<file path="config.mk">
export PLATFORM = sky130hd
export DESIGN_NAME = urx_fifo_irq
export DESIGN_NICKNAME = d
export VERILOG_FILES = /design/src/rtl/urx_pkg.sv /design/src/rtl/urx_store.sv /design/src/rtl/urx_status.sv /design/src/rtl/urx_irq.sv /design/src/rtl/urx_fifo_irq.sv
export SDC_FILE = /design/constraint.sdc
export NUM_CORES = 1
export LEC_CHECK = 0
export CORE_MARGIN = 4
export CORE_UTILIZATION = 35
export DETAILED_ROUTE_END_ITERATION = 10
export GPL_ROUTABILITY_DRIVEN = 0
export MAX_ROUTING_LAYER = met4
export PLACE_DENSITY = 0.59
export SYNTH_ARGS = -nofsm -noshare
export SYNTH_HDL_FRONTEND = slang
export SYNTH_HIERARCHICAL = 1
export SYNTH_SLANG_ARGS = --single-unit
</file>
<file path="constraint.sdc">
create_clock -name clk -period 3 [get_ports clk]
set_input_delay 0.6 -clock clk [delete_from_list [all_inputs] [get_ports clk]]
set_output_delay 0.6 -clock clk [all_outputs]
set_load 0.03 [all_outputs]
</file>
<file path="src/rtl/urx_pkg.sv">
package urx_pkg;

    localparam int unsigned CHAR_W = 8;

    localparam logic [7:0] IIR_NONE = 8'h01;
    localparam logic [7:0] IIR_DATA = 8'h04;
    localparam logic [7:0] IIR_LINE = 8'h06;

    typedef struct packed {
        logic brk;
        logic frm;
        logic par;
    } rx_err_t;

    typedef struct packed {
        rx_err_t           err;
        logic [CHAR_W-1:0] data;
    } rx_ent_t;

    function automatic int unsigned trig_level(input logic [1:0] sel);
        case (sel)
            2'd0:    return 1;
            2'd1:    return 4;
            2'd2:    return 8;
            default: return 14;
        endcase
    endfunction

endpackage

</file>
<file path="src/rtl/urx_store.sv">
module urx_store
    import urx_pkg::*;
#(
    parameter  int DEPTH = 16,
    localparam int AW    = $clog2(DEPTH),
    localparam int CW    = $clog2(DEPTH + 1)
) (
    input  logic          clk,
    input  logic          rst,
    input  logic          flush,
    input  logic          push,
    input  rx_ent_t       in_ent,
    input  logic          pop_req,
    output rx_ent_t       head,
    output logic [CW-1:0] count,
    output logic          empty,
    output logic          err_any,
    output logic          pop,
    output logic          ovr_evt,
    output logic          und_evt
);

    rx_ent_t       mem [DEPTH];
    logic [AW-1:0] wptr, rptr;
    logic [CW-1:0] cnt, ecnt;
    logic          full, do_push;

    function automatic logic [AW-1:0] nxt(input logic [AW-1:0] p);
        return (p == AW'(DEPTH - 1)) ? '0 : p + 1'b1;
    endfunction

    assign empty   = (cnt == '0);
    assign full    = (cnt == CW'(DEPTH));
    assign pop     = pop_req & ~empty & ~flush;
    assign und_evt = pop_req & empty;
    assign do_push = push & ~flush & (~full | pop);
    assign ovr_evt = push & ~flush & full & ~pop;

    always_ff @(posedge clk) begin
        if (do_push) mem[wptr] <= in_ent;
    end

    always_ff @(posedge clk) begin
        if (rst || flush) begin
            wptr <= '0;
            rptr <= '0;
            cnt  <= '0;
            ecnt <= '0;
        end else begin
            if (do_push) wptr <= nxt(wptr);
            if (pop)     rptr <= nxt(rptr);
            cnt  <= cnt + CW'(do_push) - CW'(pop);
            ecnt <= ecnt + CW'(do_push & (|in_ent.err))
                         - CW'(pop & (|mem[rptr].err));
        end
    end

    assign head    = empty ? '0 : mem[rptr];
    assign count   = cnt;
    assign err_any = (ecnt != '0);

    p_no_overflow_r3: assert property (@(posedge clk) disable iff (rst)
        cnt <= CW'(DEPTH));

    p_ovr_keeps_r3: assert property (@(posedge clk) disable iff (rst)
        ovr_evt |=> cnt == $past(cnt));

    p_underrun_hold_r4: assert property (@(posedge clk) disable iff (rst)
        (und_evt && !flush) |=> rptr == $past(rptr));

endmodule

</file>
<file path="src/rtl/urx_status.sv">
module urx_status
    import urx_pkg::*;
(
    input  logic       clk,
    input  logic       rst,
    input  logic       flush,
    input  logic       pop,
    input  logic       ovr_evt,
    input  logic       und_evt,
    input  logic       rd_lsr,
    input  logic       rd_und,
    input  logic       empty,
    input  rx_err_t    head_err,
    input  logic       err_any,
    input  logic       thr_empty,
    input  logic       tsr_empty,
    output logic [7:0] lsr,
    output logic [7:0] und_stat
);

    logic    ovr_st, und_st, hd_ack;
    rx_err_t shown;

    always_ff @(posedge clk) begin
        if (rst) begin
            ovr_st <= 1'b0;
            und_st <= 1'b0;
            hd_ack <= 1'b0;
        end else begin
            ovr_st <= ovr_evt | (ovr_st & ~rd_lsr);
            und_st <= und_evt | (und_st & ~rd_und);
            if (flush || pop)          hd_ack <= 1'b0;
            else if (rd_lsr && !empty) hd_ack <= 1'b1;
        end
    end

    assign shown    = (empty || hd_ack) ? '0 : head_err;
    assign lsr      = {err_any, thr_empty & tsr_empty, thr_empty,
                       shown.brk, shown.frm, shown.par, ovr_st, ~empty};
    assign und_stat = {und_st, 7'b0};

    p_und_sticky_r4: assert property (@(posedge clk) disable iff (rst)
        und_evt |=> und_stat[7]);

    p_lsr_read_clears_r8: assert property (@(posedge clk) disable iff (rst)
        (rd_lsr && !ovr_evt && !empty && !pop && !flush) |=> lsr[4:1] == 4'b0);

endmodule

</file>
<file path="src/rtl/urx_irq.sv">
module urx_irq
    import urx_pkg::*;
#(
    parameter int CW = 5
) (
    input  logic          fifo_en,
    input  logic          ien_data,
    input  logic          ien_line,
    input  logic [1:0]    trig_sel,
    input  logic [CW-1:0] count,
    input  logic [3:0]    line_err,
    output logic [7:0]    iir,
    output logic          irq
);

    logic active, line_pend, data_pend;

    assign active    = fifo_en & ien_data & ien_line;
    assign line_pend = |line_err;
    assign data_pend = 32'(count) >= trig_level(trig_sel);

    always_comb begin
        if (active && line_pend)      iir = IIR_LINE;
        else if (active && data_pend) iir = IIR_DATA;
        else                          iir = IIR_NONE;
    end

    assign irq = (iir != IIR_NONE);

endmodule

</file>
<file path="src/rtl/urx_fifo_irq.sv">
module urx_fifo_irq
    import urx_pkg::*;
#(
    parameter  int DEPTH = 16,
    localparam int CW    = $clog2(DEPTH + 1)
) (
    input  logic       clk,
    input  logic       rst,
    input  logic       rx_valid,
    input  logic [7:0] rx_data,
    input  logic       rx_par_err,
    input  logic       rx_frm_err,
    input  logic       rx_brk,
    input  logic       fifo_en,
    input  logic [1:0] trig_sel,
    input  logic       fifo_clear,
    input  logic       ien_data,
    input  logic       ien_line,
    input  logic       thr_empty,
    input  logic       tsr_empty,
    input  logic       rd_data_strobe,
    input  logic       rd_lsr_strobe,
    input  logic       rd_xstat_strobe,
    output logic [7:0] rd_data,
    output logic [7:0] lsr,
    output logic [7:0] iir,
    output logic [7:0] xstat,
    output logic       irq
);

    rx_ent_t       in_ent, head;
    logic [CW-1:0] count;
    logic          empty, err_any, pop, ovr_evt, und_evt;

    assign in_ent.data    = rx_data;
    assign in_ent.err.brk = rx_brk;
    assign in_ent.err.frm = rx_frm_err;
    assign in_ent.err.par = rx_par_err;

    urx_store #(.DEPTH(DEPTH)) u_store (
        .clk     (clk),
        .rst     (rst),
        .flush   (fifo_clear),
        .push    (rx_valid),
        .in_ent  (in_ent),
        .pop_req (rd_data_strobe),
        .head    (head),
        .count   (count),
        .empty   (empty),
        .err_any (err_any),
        .pop     (pop),
        .ovr_evt (ovr_evt),
        .und_evt (und_evt)
    );

    urx_status u_status (
        .clk       (clk),
        .rst       (rst),
        .flush     (fifo_clear),
        .pop       (pop),
        .ovr_evt   (ovr_evt),
        .und_evt   (und_evt),
        .rd_lsr    (rd_lsr_strobe),
        .rd_und    (rd_xstat_strobe),
        .empty     (empty),
        .head_err  (head.err),
        .err_any   (err_any),
        .thr_empty (thr_empty),
        .tsr_empty (tsr_empty),
        .lsr       (lsr),
        .und_stat  (xstat)
    );

    urx_irq #(.CW(CW)) u_irq (
        .fifo_en  (fifo_en),
        .ien_data (ien_data),
        .ien_line (ien_line),
        .trig_sel (trig_sel),
        .count    (count),
        .line_err (lsr[4:1]),
        .iir      (iir),
        .irq      (irq)
    );

    assign rd_data = head.data;

    p_dr_set_r2: assert property (@(posedge clk) disable iff (rst)
        (rx_valid && !fifo_clear && !lsr[0]) |=> lsr[0]);

    p_line_over_data_r6: assert property (@(posedge clk) disable iff (rst)
        (fifo_en && ien_data && ien_line && lsr[1]) |-> iir == 8'h06);

    p_gated_r7: assert property (@(posedge clk) disable iff (rst)
        (!fifo_en || !ien_data || !ien_line) |-> !irq);

    p_flush_r11: assert property (@(posedge clk) disable iff (rst)
        fifo_clear |=> (!lsr[0] && !lsr[7]));

endmodule

</file>
---- Word level (Yosys, flattened, before mapping) ----
Memory sizes are Yosys's and may differ from the RTL's. A register that Yosys moved wholly into a read port is not among the register bits.
Cells that the tools add are included.
word-level totals
  bits in registers ....................... 21
  RAM bits ................................ 176
  input port bits ......................... 25
  output and inout port bits .............. 33
  logic and storage cells ................. 69
  memories ................................ 1
cells by class
  add/subtract/negate cells ............... 6
  order comparisons ....................... 1
  eq/ne operators ......................... 6
  mux-type cells .......................... 11
  bitwise logic cells ..................... 23
  reductions and logical operators ........ 14
memory list
  name         depth  bits a word  rd ports  clocked after Yosys merged registers in  wr ports  line             source
  u_store.mem  16     11           1         1                                        1         urx_store.sv:23  rx_ent_t mem [DEPTH];
operator list
  cell                                                                      count
  4-bit two-way mux                                                         4
  1-bit AND                                                                 14
  4-bit case mux with 3 select lines                                        1
  11-bit two-way mux                                                        1
  4-bit by 1-bit adder with 4-bit output (second input constant)            2
  4-bit == test (second input constant)                                     2
  8-bit two-way mux                                                         1
  8-bit by 1-bit inequality test with 1-bit output (second input constant)  1
  3-bit two-way mux                                                         2
  1-bit inverter                                                            6
  3-bit OR reduction                                                        2
  5-bit by 1-bit adder with 5-bit output                                    1
  5-bit adder                                                               1
  5-bit == test (second input constant)                                     1
  5-bit by 4-bit >= comparator with 1-bit output                            1
  5-bit logical NOT                                                         1
  5-bit nonzero test                                                        1
  5-bit by 1-bit subtractor with 5-bit output                               1
  5-bit subtractor                                                          1
  4-bit OR reduction                                                        1
  1-bit logical AND                                                         3
  1-bit logical OR                                                          3
  1-bit bitwise OR                                                          3
  2-bit by 1-bit == test with 1-bit output (second input constant)          1
  5 further kinds                                                           6

---- Longest topological paths before layout ----
  word-level depth ........................ 9
  mapped depth ............................ 15

---- Hierarchy ----
Netlist, hierarchy kept.
by module, submodules not included
  module      times used  cells an instance  area each (um^2)
  urx_store   1           418                8149.1
  urx_status  1           30                 232.7
  urx_irq     1           26                 195.2

---- Worst setup path before layout ----
OpenSTA, ideal clock, no wires.
  path type ............................... register to output
  start point ............................. register with a tool-made name
  end point ............................... output iir[2]
  arrival ................................. 2787 ps
  data required time ...................... 2400 ps
  path slack .............................. -387 ps
  cell stages (with the launch flop) ...... 10
  buffers on the path ..................... 2
  path through ............................ dfxtp_1 buf_6 mux4_1 mux4_2 nor2b_1 and2_1 nor4_4 nand2_2 o21ba_1 buf_4
RTL lines
  element        line                source
  end, declared  urx_fifo_irq.sv:26  output logic [7:0] iir,

==> results.yml <==
run_status:
  outcome: "complete, but fails checks"
  violations: "negative setup slack"
route:
  drtIter0Drc: 317
  drc_errors: 0
  drt-pass1-iter-count: 4
  via_count: 4486
  via_per_inst: 4.82
  wire_per_inst_um: 19.2
  ant_nets: 0
  finalWirelength_mm: 17.9
worst_setup_path:
  end_kind: "output port"
  cp_max_fo: 4
  critical_path_required_ns: 2.40
  arrival_ns: 2.93
  path_class: "reg -> out"
  cp-start-kind: "flop"
floorplanning:
  die_height_um: 165
  ioPinCount: 58
  initial_utilization: 0.354
  core-area_mm2: 0.0242
  num_rows: 57
  dieArea_mm2: 0.0271
  die_x_um: 165
global_routing:
  met1_usage: 0.191
  grt_overflow: 0
  met3_usage: 0.0207
  gr-usage-met2: 0.224
  grt_first_pass_wirelength_mm: 27.9
  antenna_found_initial: 0
  grt_pass1_vias: 4771
  track_usage: 0.140
  grt_max_degree: 25
  top_usage_layer: "met2"
sta:
  layout_setup_ws_ns: -0.527
  setup_viol: 16
  fin_crit_sh: 1.18
  skew_ns: 0.0192
  period_minus_slack_ns: 3.53
  tns_ns: -4.12
  slew_violations: 0
  hold_ws_ns: 0.477
  hold_viol_final: 0
  max_freq_mhz: 284
  rsz0062_at_grt: "yes"
layout:
  nNetsFinal: 638
  drive_above_1_share: 0.325
  n_antenna_cell: 0
  finalInstanceArea_mm2: 0.0107
  mostFrequentLayoutCells: "edfxtp_1, buf_4, mux4_2, clkdlybuf4s50_1, inv_1"
  regArea_mm2: 0.00579
  final_common_cell: "edfxtp_1"
  area_growth_pct: 25.3
  multi_input_area_mm2: 0.00252
  fillers: 2115
clock_tree:
  cts_tree: "done"
  path_clk_slew_ns: 0.06
  htree_levels: 1
  cts_buffer_depth: 3
  cts_hold_buffers: 0
  cts_sinks: 201
  worstSkewPairLatency_ns: 0.51
  clockRootBuffer: "clkbuf_16"
  cts_buffers: 22
power:
  finalPower_mw: 6.65
  swShare: 0.220
  power_leakage_nw: 3.66
  pwr-share-seq: 0.463
  p_int_mw: 5.18
  pwr-share-comb: 0.104
  ir_worst_vdd_mv: 0.406
  pwr_density_cell_mw_per_mm2: 619
  p_switching_mw: 1.47
  power.share.clock: 0.433
yosys:
  netlist_instances: 474
  async_reset_ff_frac: 0
  ys_types: 51
  synth_edf_count: 176
  yosys_warnings: 6
  synth-seq-cells: 201
  synth-main-ff-cell: "edfxtp_1"
  synth_area_mm2: 0.00858
  avgSynthCellArea_um2: 18.1
  ys_seq_area_frac: 0.675
placed_design:
  post-dp-hpwl_mm: 11.7
  port-buffer-count: 45
  post-place-ws_ns: -0.459
  dpl_cell_area_mm2: 0.00985
worst_hold_path:
  hold_class: "reg -> reg"
flow_run:
  maxCapViolCount: 0
power by group through the flow:
stage                     logic (mW)  clock network [mW]  registers, mW
after floorplan                0.415                   0           3.14
after global placement         0.662                   0           3.14
after detailed placement       0.677                   0           3.14
after CTS                      0.697                2.94           3.08
after global routing           0.756                3.08           3.08
final                          0.694                2.88           3.08
cell type report:
cell class                 instances  share of cell area
timing repair buffer             114               0.105
inverter                          29              0.0101
clock inverter                    14              0.0210
tap                              324              0.0377
multi-input combinational        222               0.234
clock buffer                      26              0.0526
sequential                       201               0.539
cells by family (layout without fill, tap and decap cells):
family          Yosys count  after routing  synth area share
flops                   201            201             0.675
simple gates             90             90            0.0659
buf+inv                  61            183            0.0417
mux                      56             56             0.148
compound gates           33             33            0.0255
fa+ha+maj                23             23            0.0353
xor+xnor                  8              8           0.00817
other cells               2             12          0.000876
synth_stat cells (2+ instances only):
| cell | count | area (um2) |
|---|---|---|
| nor3_1 | 3 | 15.0 |
| nor2b_1 | 7 | 43.8 |
| clkbuf_1 | 4 | 15.0 |
| inv_1 | 29 | 109 |
| nor3b_1 | 5 | 37.5 |
| nand2_1 | 4 | 15.0 |
| mux4_2 | 41 | 923 |
| a21o_1 | 2 | 15.0 |
| o21ai_0 | 3 | 15.0 |
| buf_4 | 17 | 128 |
| nor2_1 | 24 | 90.1 |
| and2_1 | 17 | 106 |
| fa_1 | 2 | 40.0 |
| buf_12 | 3 | 60.1 |
| mux2i_1 | 3 | 30.0 |
| dfxtp_1 | 25 | 500 |
| buf_6 | 2 | 22.5 |
| nand3_1 | 6 | 30.0 |
| a21oi_1 | 11 | 55.1 |
| xor2_1 | 2 | 17.5 |
| a22oi_1 | 2 | 15.0 |
| nand3b_1 | 2 | 15.0 |
| nand2b_1 | 7 | 43.8 |
| buf_1 | 5 | 18.8 |
| mux4_1 | 12 | 315 |
| ha_1 | 21 | 263 |
| edfxtp_1 | 176 | 5290 |
| nor2b_4 | 5 | 68.8 |
| o31ai_1 | 2 | 15.0 |
| a31oi_1 | 4 | 25.0 |
| and3_1 | 2 | 12.5 |
| conb_1 | 2 | 7.51 |
| xnor2_1 | 6 | 52.6 |
per-stage QoR:
stage                      util  std cells
after floorplan               -        484
after global placement    0.406        883
after detailed placement  0.406        883
after CTS                 0.441        925
after global routing      0.443        930
final                     0.443        930
final timing paths:
kind                   startpoint               to  slack [ns]  depth (start not counted)
setup / recovery             flop           iir[0]       -0.53                         10
hold / removal    u_status/hd_ack  u_status/hd_ack        0.48                          1
setup reg to reg             flop  u_store/ecnt[4]       -0.24                         16
hold reg to reg   u_status/hd_ack  u_status/hd_ack        0.48                          1
repair_timing:
item	in CTS	in global routing
buffers inserted	2	5
gates resized for setup	58	8
setup endpoints to repair	20	21
pin swaps	1	4
sequential cells by signal, indices dropped and copies added, names as in the netlist, named ones only:
signal           flops
u_status/ovr_st      1
u_store/ecnt         5
u_store/count        5
u_status/und_st      1
u_store/wptr         4
u_status/hd_ack      1
u_store/rptr         4
u_store/mem        176
routing by layer:
layer / vias to the layer above / wire length, um
li1: 2046 / -
met1: 2289 / 7970
met2: 121 / 8690
met3: 30 / 854
met4: 0 / 378
met5: - / 0
critical path, stage by stage, from the launching register on:
cell      delay, ns
dfxtp_4        0.36
buf_6          0.11
mux4_2         0.48
mux4_2         0.50
nor2b_1        0.15
and2_4         0.14
nor4_4         0.20
nand2_2        0.11
buf_6          0.13
o21bai_4       0.10
buf_6          0.14
Note: power is estimated with default switching activity, not from simulation.
